==> src/rtl/lcdr_pkg.sv <==
package lcdr_pkg;

    localparam int REG_ADDR_W    = 8;
    localparam int DATA_W        = 32;
    localparam int SIZE_FIELD_W  = 10;
    localparam int SIZE_W        = SIZE_FIELD_W + 1;
    localparam int HI_W          = DATA_W - SIZE_FIELD_W;

    localparam logic [REG_ADDR_W-1:0] OFF_CTRL = 8'h00;
    localparam logic [REG_ADDR_W-1:0] OFF_T0   = 8'h04;
    localparam logic [REG_ADDR_W-1:0] OFF_T1   = 8'h08;
    localparam logic [REG_ADDR_W-1:0] OFF_T2   = 8'h0C;
    localparam logic [REG_ADDR_W-1:0] OFF_STAT = 8'h10;
    localparam logic [REG_ADDR_W-1:0] OFF_SUB  = 8'h14;

    localparam logic [DATA_W-1:0] CTRL_KEEP_MASK = 32'h01CF_F300;
    localparam logic [DATA_W-1:0] CTRL_FIXED     = 32'hFE00_0C34;
    localparam logic [DATA_W-1:0] T0_FIXED       = 32'h0000_000F;
    localparam logic [DATA_W-1:0] T2_FIXED       = 32'hFC00_0000;
    localparam logic [DATA_W-1:0] SUB_KEEP_MASK  = 32'hA1FF_FFFF;

    typedef struct packed {
        logic [1:0]        load_mode;
        logic              tft;
        logic [1:0]        irq_en;
        logic              mono;
        logic              enable;
        logic [DATA_W-1:0] ctrl_rest;
        logic [SIZE_W-1:0] width;
        logic [SIZE_W-1:0] height;
        logic [HI_W-1:0]   t0_hi;
        logic [HI_W-1:0]   t1_hi;
        logic [DATA_W-1:0] t2;
        logic [DATA_W-1:0] subpanel;
    } cfg_t;

    typedef struct packed {
        logic frame_done;
        logic palette_done;
        logic sync_err;
    } flags_t;

    typedef struct packed {
        logic rise;
        logic fall;
        logic fall_sets_done;
    } en_evt_t;

    function automatic logic [SIZE_W-1:0] size_from(input logic [DATA_W-1:0] w);
        return SIZE_W'(w[SIZE_FIELD_W-1:0]) + SIZE_W'(1);
    endfunction

    function automatic logic [SIZE_FIELD_W-1:0] size_field(input logic [SIZE_W-1:0] s);
        logic [SIZE_W-1:0] m;
        m = s - SIZE_W'(1);
        return m[SIZE_FIELD_W-1:0];
    endfunction

    function automatic logic [DATA_W-1:0] read_word(input logic [REG_ADDR_W-1:0] a,
                                                    input cfg_t c, input flags_t f);
        logic [DATA_W-1:0] r;
        r = '0;
        case (a)
            OFF_CTRL: begin
                r[23]    = c.tft;
                r[21:20] = c.load_mode;
                r[7]     = c.tft;
                r[4:3]   = c.irq_en;
                r[1]     = c.mono;
                r[0]     = c.enable;
                r        = r | c.ctrl_rest | CTRL_FIXED;
            end
            OFF_T0:   r = {c.t0_hi, size_field(c.width)} | T0_FIXED;
            OFF_T1:   r = {c.t1_hi, size_field(c.height)};
            OFF_T2:   r = c.t2 | T2_FIXED;
            OFF_STAT: begin
                r[6] = f.palette_done;
                r[2] = f.sync_err;
                r[0] = f.frame_done;
            end
            OFF_SUB:  r = c.subpanel;
            default:  r = '0;
        endcase
        return r;
    endfunction

endpackage

==> src/rtl/lcdr_cfg.sv <==
module lcdr_cfg
    import lcdr_pkg::*;
(
    input  logic                  clk,
    input  logic                  rst,
    input  logic                  wr_en,
    input  logic [REG_ADDR_W-1:0] addr,
    input  logic [DATA_W-1:0]     wdata,
    output cfg_t                  cfg,
    output en_evt_t               evt
);
    logic wr_ctrl, wr_t0, wr_t1, wr_t2, wr_sub, wr_unmapped;

    always_comb begin
        wr_ctrl     = wr_en && (addr == OFF_CTRL);
        wr_t0       = wr_en && (addr == OFF_T0);
        wr_t1       = wr_en && (addr == OFF_T1);
        wr_t2       = wr_en && (addr == OFF_T2);
        wr_sub      = wr_en && (addr == OFF_SUB);
        wr_unmapped = wr_en && !wr_ctrl && !wr_t0 && !wr_t1 && !wr_t2 && !wr_sub
                      && (addr != OFF_STAT);
    end

    always_ff @(posedge clk) begin
        if (rst) begin
            cfg <= '0;
        end else begin
            if (wr_ctrl) begin
                cfg.load_mode <= wdata[21:20];
                cfg.tft       <= wdata[7];
                cfg.irq_en    <= wdata[4:3];
                cfg.mono      <= wdata[1];
                cfg.enable    <= wdata[0];
                cfg.ctrl_rest <= wdata & CTRL_KEEP_MASK;
            end
            if (wr_t0) begin
                cfg.width <= size_from(wdata);
                cfg.t0_hi <= wdata[DATA_W-1:SIZE_FIELD_W];
            end
            if (wr_t1) begin
                cfg.height <= size_from(wdata);
                cfg.t1_hi  <= wdata[DATA_W-1:SIZE_FIELD_W];
            end
            if (wr_t2)  cfg.t2       <= wdata;
            if (wr_sub) cfg.subpanel <= wdata & SUB_KEEP_MASK;
        end
    end

    // Enable transitions are judged against the enable held before this write.
    always_comb begin
        evt.rise           = wr_ctrl &&  wdata[0] && !cfg.enable;
        evt.fall           = wr_ctrl && !wdata[0] &&  cfg.enable;
        evt.fall_sets_done = (wdata[21:20] != 2'd1);
    end

    p_size_range_r3: assert property (@(posedge clk) disable iff (rst)
        wr_t0 |=> (cfg.width != '0) && (cfg.width <= SIZE_W'(1 << SIZE_FIELD_W)));

    p_unmapped_inert_r1: assert property (@(posedge clk) disable iff (rst)
        wr_unmapped |=> $stable(cfg));

    p_enable_follows_r2: assert property (@(posedge clk) disable iff (rst)
        (wr_ctrl && wdata[0]) |=> cfg.enable);

endmodule

==> src/rtl/lcdr_status.sv <==
module lcdr_status
    import lcdr_pkg::*;
(
    input  logic       clk,
    input  logic       rst,
    input  en_evt_t    evt,
    input  logic       set_frame_done,
    input  logic       set_palette_done,
    input  logic       set_sync_err,
    input  logic [1:0] irq_en,
    output flags_t     flags,
    output logic       irq
);
    flags_t flags_n;

    // Engine pulses first, the enable transition last so that it wins.
    always_comb begin
        flags_n              = flags;
        flags_n.frame_done   = flags.frame_done   | set_frame_done;
        flags_n.palette_done = flags.palette_done | set_palette_done;
        flags_n.sync_err     = flags.sync_err     | set_sync_err;
        if (evt.fall) begin
            flags_n.sync_err = 1'b0;
            if (evt.fall_sets_done) flags_n.frame_done = 1'b1;
        end
        if (evt.rise) begin
            flags_n.frame_done   = 1'b0;
            flags_n.palette_done = 1'b0;
        end
    end

    always_ff @(posedge clk) begin
        if (rst) begin
            flags <= '0;
            irq   <= 1'b0;
        end else begin
            flags <= flags_n;
            irq   <= (flags.frame_done & irq_en[0]) |
                     (flags.palette_done & irq_en[1]) |
                     flags.sync_err;
        end
    end

    p_fall_clears_err_r7: assert property (@(posedge clk) disable iff (rst)
        evt.fall |=> !flags.sync_err);

    p_rise_clears_done_r8: assert property (@(posedge clk) disable iff (rst)
        evt.rise |=> (!flags.frame_done && !flags.palette_done));

    p_err_unmaskable_r6: assert property (@(posedge clk) disable iff (rst)
        flags.sync_err |=> irq);

    p_quiet_r6: assert property (@(posedge clk) disable iff (rst)
        (flags == '0) |=> !irq);

    p_pulse_sets_r9: assert property (@(posedge clk) disable iff (rst)
        (set_sync_err && !evt.fall) |=> flags.sync_err);

endmodule

==> src/rtl/lcdr_readmux.sv <==
module lcdr_readmux
    import lcdr_pkg::*;
(
    input  logic                  clk,
    input  logic                  rst,
    input  logic                  rd_en,
    input  logic [REG_ADDR_W-1:0] addr,
    input  cfg_t                  cfg,
    input  flags_t                flags,
    output logic [DATA_W-1:0]     rdata
);
    always_ff @(posedge clk) begin
        if (rst)        rdata <= '0;
        else if (rd_en) rdata <= read_word(addr, cfg, flags);
    end

    p_unmapped_zero_r1: assert property (@(posedge clk) disable iff (rst)
        (rd_en && (addr > OFF_SUB || addr[1:0] != 2'b00)) |=> (rdata == '0));

    p_status_upper_zero_r5: assert property (@(posedge clk) disable iff (rst)
        (rd_en && addr == OFF_STAT) |=> (rdata[DATA_W-1:7] == '0));

    p_hold_r11: assert property (@(posedge clk) disable iff (rst)
        !rd_en |=> $stable(rdata));

endmodule

==> src/rtl/panel_ctl_regs.sv <==
module panel_ctl_regs
    import lcdr_pkg::*;
(
    input  logic                  clk,
    input  logic                  rst,
    input  logic                  bus_wr,
    input  logic                  bus_rd,
    input  logic [REG_ADDR_W-1:0] bus_addr,
    input  logic [DATA_W-1:0]     bus_wdata,
    output logic [DATA_W-1:0]     bus_rdata,
    input  logic                  evt_frame_done,
    input  logic                  evt_palette_done,
    input  logic                  evt_sync_error,
    output logic                  irq,
    output logic [1:0]            load_mode,
    output logic                  tft,
    output logic                  mono,
    output logic                  enable,
    output logic [SIZE_W-1:0]     width,
    output logic [SIZE_W-1:0]     height,
    output logic [DATA_W-1:0]     subpanel
);
    cfg_t    cfg;
    en_evt_t en_evt;
    flags_t  flags;

    lcdr_cfg u_cfg (
        .clk   (clk),
        .rst   (rst),
        .wr_en (bus_wr),
        .addr  (bus_addr),
        .wdata (bus_wdata),
        .cfg   (cfg),
        .evt   (en_evt)
    );

    lcdr_status u_status (
        .clk              (clk),
        .rst              (rst),
        .evt              (en_evt),
        .set_frame_done   (evt_frame_done),
        .set_palette_done (evt_palette_done),
        .set_sync_err     (evt_sync_error),
        .irq_en           (cfg.irq_en),
        .flags            (flags),
        .irq              (irq)
    );

    lcdr_readmux u_rd (
        .clk   (clk),
        .rst   (rst),
        .rd_en (bus_rd),
        .addr  (bus_addr),
        .cfg   (cfg),
        .flags (flags),
        .rdata (bus_rdata)
    );

    always_comb begin
        load_mode = cfg.load_mode;
        tft       = cfg.tft;
        mono      = cfg.mono;
        enable    = cfg.enable;
        width     = cfg.width;
        height    = cfg.height;
        subpanel  = cfg.subpanel;
    end

    p_status_write_inert_r5: assert property (@(posedge clk) disable iff (rst)
        (bus_wr && bus_addr == OFF_STAT && !evt_frame_done && !evt_palette_done
         && !evt_sync_error) |=> $stable(flags));

endmodule

==> config.mk <==
export PLATFORM = sky130hd
export DESIGN_NAME = panel_ctl_regs
export DESIGN_NICKNAME = d
export VERILOG_FILES = /design/src/rtl/lcdr_pkg.sv /design/src/rtl/lcdr_cfg.sv /design/src/rtl/lcdr_status.sv /design/src/rtl/lcdr_readmux.sv /design/src/rtl/panel_ctl_regs.sv
export SDC_FILE = /design/constraint.sdc
export NUM_CORES = 1
export LEC_CHECK = 0
export BUFFER_PORTS_ARGS = -buffer_cell sky130_fd_sc_hd__clkbuf_2
export CORE_UTILIZATION = 45
export DETAILED_ROUTE_END_ITERATION = 10
export MAX_ROUTING_LAYER = met4
export PLACE_DENSITY = 0.71
export RECOVER_POWER = 50
export REMOVE_ABC_BUFFERS = 1
export SYNTH_ARGS = -nofsm -noshare
export SYNTH_HDL_FRONTEND = slang
export SYNTH_SLANG_ARGS = --single-unit
==> constraint.sdc <==
create_clock -name clk -period 2.3 [get_ports clk]
set_clock_uncertainty 0.1 [all_clocks]
set_input_delay 0 -clock clk [delete_from_list [all_inputs] [get_ports clk]]
set_output_delay 0 -clock clk [all_outputs]
set_load 0.03 [all_outputs]
==> flow_results.org <==
** Timing
- Adding up every negative setup slack in the final design gives -21.2 ps.
- Worst Max-Slew Pin Slew :: 842 ps
- Final worst setup slack :: -21.2 ps
- Peak Freq :: 431 MHz
- The number of slew-limit violations in the final report came to 0.
- On the final layout, the worst hold slack is 25.7 ps.
- Setup repair after global routing could not meet its margin everywhere.
- Of the available clock period, the critical path in the final layout requires 1.01.
- Headroom to the max-slew limit :: 0.439
- Final Critical Period :: 2320 ps
- Number of failing hold endpoints at the final stage :: 0
- Setup Viol. Count Final :: 1

** Yosys
- Fraction of the mapped netlist area in simple logic gates :: 0.215
- Adder-cell area share of the yosys netlist :: 0.00315
- Share of the yosys chip area belonging to registers :: 0.441
- Main flop type after synthesis :: dfxtp_1
- EDFF count, synth :: 0
- The post-synthesis compound-gate area fraction came to 0.185.
- Cell type with the largest total area after synthesis :: dfxtp_1
- Summing every instance area after synthesis gives 7950 um^2.
- Count of state elements after synthesis :: 175
- The netlist uses 54 different library cells.
- Cell count after synthesis :: 1,022
- Post-synthesis mux area share :: 0.0379
- Synth Area in XOR/XNOR :: 0.0209
- Synthesized area per cell :: 7.78 um^2
- After synthesis, the share of flip-flops with an asynchronous set or reset is 0.
- After synthesis, the largest family of logic cells by area is simple AND/OR/NAND/NOR gates.
- After synthesis, the cell types taking the most area are dfxtp_1, nand2_1, a21oi_1, buf_4, mux2i_1.
- Warnings, synthesis :: 0
- Area share of the leading cell type in the synthesized netlist :: 0.441

** Power
- Power density of the placed cells :: 691 nW/um^2
- Pint :: 5030 uW
- P_sw :: 1520 uW
- Part of the power in the clock network :: 0.453
- LEAKAGE :: 0.00331 uW
- Combinational share of power :: 0.076
- The share of total power dissipated in sequential elements is 0.470.
- IR analysis of the VDD net gives a maximum drop of 0.503 mV.
- Switching share of power :: 0.232
- Total power :: 6550 uW

** Critical path
- Sort of element at the end of the critical path :: flop
- CP Data Arrival Time :: 2540 ps
- Data on the critical path is required at its endpoint by 2520 ps.
- Register-to-Register Path Depth :: 7
- The critical path is of the primary input to flop type.
- Slack of the worst reg-to-reg path :: 230 ps
- In this run the worst path has a maximum fanout of 19.
- In this run the critical register-to-register path is captured at u_rd.rdata[6]$_SDFFE_PP0P_.
- Crit Reg-Reg Startpoint :: u_cfg.cfg[108]$_SDFFE_PP0P_
- Kind of start point of the critical path :: primary input
- Capturing instance or port of the critical path :: u_status.flags[0]$_SDFF_PP0_
- In this run the worst setup path begins at bus_addr[4].

** Clocking
- TritonCTS Buffers :: 17
- Post-CTS Setup Bufs :: 0
- Clock latency on the worst-skew pair, taken at its later pin, is 440 ps.
- CTS tree :: done
- Clock sinks :: 175
- Reg clk slew, reported paths :: 60 ps
- H-Tree Level Count :: 4
- In this run the deepest clock path goes through 2 buffers.
- Buffer cell driving the clock tree root :: clkbuf_16

** Min path
- Counting instances, the worst hold path has a depth of 4.
- Worst hold path class :: primary input to flop

** Floorplan
- The floorplan step defined a die boundary enclosing 18,200 um^2.
- I/O pin count :: 139
- For this configuration, the core starts out at a cell density of 0.459.
- Row count :: 48
- Measured along the y axis, the die boundary spans 135 um.
- Measured along the x axis, the die boundary spans 135 um.
- The total area inside the core boundary comes to 17,300 um^2.

** Layout
- Share of post-route cells with drive strength above 1 :: 0.112
- Diodes inserted :: 0
- The layout has 1,659 filler cells.
- Area of all placed cells without fillers :: 9480 um^2
- The net count of the finished layout is 1,176.
- Syn-to-layout area delta :: 19.3%
- Area of the multi-input gates :: 3720 um^2
- The sequential cells in the finished layout cover a total of 3500 um^2.

** Route
- Average detailed-routed wire length per instance :: 17.2 um
- Number of nets with antenna violations after detailed routing :: 0
- Via count :: 7,487
- Number of iterations in the first detailed-routing pass :: 5
- Using the TritonRoute via totals, the vias-per-cell ratio works out to 5.49.
- After detailed routing, the number of remaining DRC violations is 0.
- Wires add up to 23,400 um.
- Number of DRC violations after detailed-routing iteration 0 :: 649

** Place
- Input and output buffers added on the ports amount to 133.
- After detailed placement, the total cell area comes to 8560 um^2.
- The wire-length estimate of the detail-placed layout is 15,500 um.
- Routability congestion estimate from global placement :: 0.881

** GRT
- For this run, the total global-route usage over all layers was measured as 0.270.
- The via count of the first global-routing pass is 6,914.
- Entering global routing, the biggest net connects 55 pins.
- Number of antenna violations at the first check in global routing :: 0
- Global routing finished with a remaining overflow of 0.
- The first global-routing pass estimated 36,700 um of wire.

** Outcome
- Violations in the final reports :: setup timing
- The flow ran to the end, but the final reports show violations.

** Run
- Max-cap violations in this run came to 0.
-- stage by stage --
stage	utilization	cells	setup WS (ps)
after floorplan	-	894	-126
after global placement	0.495	1290	273
after detailed placement	0.495	1290	241
after CTS	0.555	1364	33.4
after global routing	0.548	1364	-31.8
final	0.548	1364	-21.2
-- layout by cell type (no fill, tap or decap), types with 5 or more instances in the layout --
| master | synthesis | layout |
|---|---|---|
| a211oi_1 | 21 | 21 |
| a21oi_1 | 152 | 152 |
| a221oi_1 | 8 | 8 |
| a32oi_1 | 6 | 6 |
| buf_12 | 0 | 5 |
| buf_4 | 57 | 32 |
| clkbuf_1 | 51 | 89 |
| clkbuf_16 | 0 | 17 |
| clkbuf_2 | 0 | 46 |
| clkbuf_8 | 0 | 7 |
| conb_1 | 1 | 5 |
| dfxtp_1 | 175 | 175 |
| dlygate4sd3_1 | 0 | 43 |
| inv_1 | 6 | 6 |
| mux2i_1 | 29 | 29 |
| nand2_1 | 260 | 260 |
| nand2b_1 | 8 | 8 |
| nand3_1 | 23 | 23 |
| nor2_1 | 63 | 62 |
| nor3_1 | 19 | 17 |
| o21ai_0 | 34 | 34 |
| or4_1 | 5 | 5 |
| xnor2_1 | 6 | 6 |
| xor2_1 | 13 | 13 |
-- cell usage after synthesis (3+ instances only) --
| cell type | count |
|---|---|
| a211oi_1 | 21 |
| a21oi_1 | 152 |
| a221oi_1 | 8 |
| a311oi_1 | 4 |
| a31oi_1 | 4 |
| a32oi_1 | 6 |
| and3_1 | 4 |
| buf_1 | 4 |
| buf_2 | 19 |
| buf_4 | 57 |
| clkbuf_1 | 51 |
| dfxtp_1 | 175 |
| inv_1 | 6 |
| mux2i_1 | 29 |
| nand2_1 | 260 |
| nand2b_1 | 8 |
| nand3_1 | 23 |
| nor2_1 | 63 |
| nor3_1 | 19 |
| nor4_1 | 3 |
| o21ai_0 | 34 |
| o221ai_1 | 4 |
| o22ai_1 | 4 |
| o31ai_1 | 4 |
| or4_1 | 5 |
| xnor2_1 | 6 |
| xor2_1 | 13 |
-- kinds of logic after synthesis --
| kind of cell | Yosys count |
|---|---|
| DFF | 175 |
| adders and majority gates | 2 |
| buffers and inverters | 139 |
| muxes | 30 |
| other | 1 |
| xor gates and xnor gates | 19 |
| and+or+nand+nor | 402 |
| AOI/OAI and AO/OA | 254 |
-- repair_timing --
item | 4_1_cts | 5_1_grt
hold buffers | 43 | 0
setup endpoints to repair | 0 | 2
resized for setup | 0 | 2
endpoints found under the hold margin | 147 | 0
-- metal layers --
| layer | routed length, um | up-vias | track usage |
|---|---|---|---|
| li1 | - | 3639 | - |
| met1 | 10400 | 3471 | 0.351 |
| met2 | 10700 | 337 | 0.412 |
| met3 | 1890 | 40 | 0.0522 |
| met4 | 440 | 0 | 0.107 |
| met5 | 0 | - | - |
-- power groups by stage --
| stage | sequential [uW] | clock [uW] | combinational [uW] |
|---|---|---|---|
| floorplan | 3190 | 0 | 129 |
| global placement | 3150 | 0 | 439 |
| detailed placement | 3150 | 0 | 441 |
| CTS | 3080 | 2990 | 501 |
| global route | 3080 | 3120 | 539 |
| finish | 3080 | 2970 | 499 |
-- layout make-up --
cell class              count  share of cell area
repair buffers            214               0.141
well taps                 225              0.0297
multi-input cells         712               0.393
flip-flops and latches    175               0.369
inverters                   7             0.00277
clock inverters             4             0.00765
clock buffers              27              0.0562
-- sequential cells by signal (all words and copies together) (netlist names) --
name / flops
u_cfg.cfg: 139
u_rd.rdata: 32
u_status.flags: 3
u_status.irq: 1
-- critical path: stages --
cell	delay, ps
dlygate4sd3_1	540
clkbuf_2	150
or4_4	590
nor3_2	370
buf_12	220
a311oi_1	100
dlygate4sd3_1	570
-- worst min path at each step --
stage / start / end
after global placement: bus_wdata[27] / u_cfg.cfg[81]$_SDFFE_PP0P_
after global routing: bus_addr[5] / u_rd.rdata[10]$_SDFFE_PP0P_
after detailed placement: bus_wdata[27] / u_cfg.cfg[81]$_SDFFE_PP0P_
after CTS: bus_addr[3] / u_rd.rdata[2]$_SDFFE_PP0P_
final: bus_addr[5] / u_rd.rdata[10]$_SDFFE_PP0P_
after floorplan: rst / u_cfg.cfg[0]$_SDFFE_PP0P_
Power figures use the tool's default switching activity.
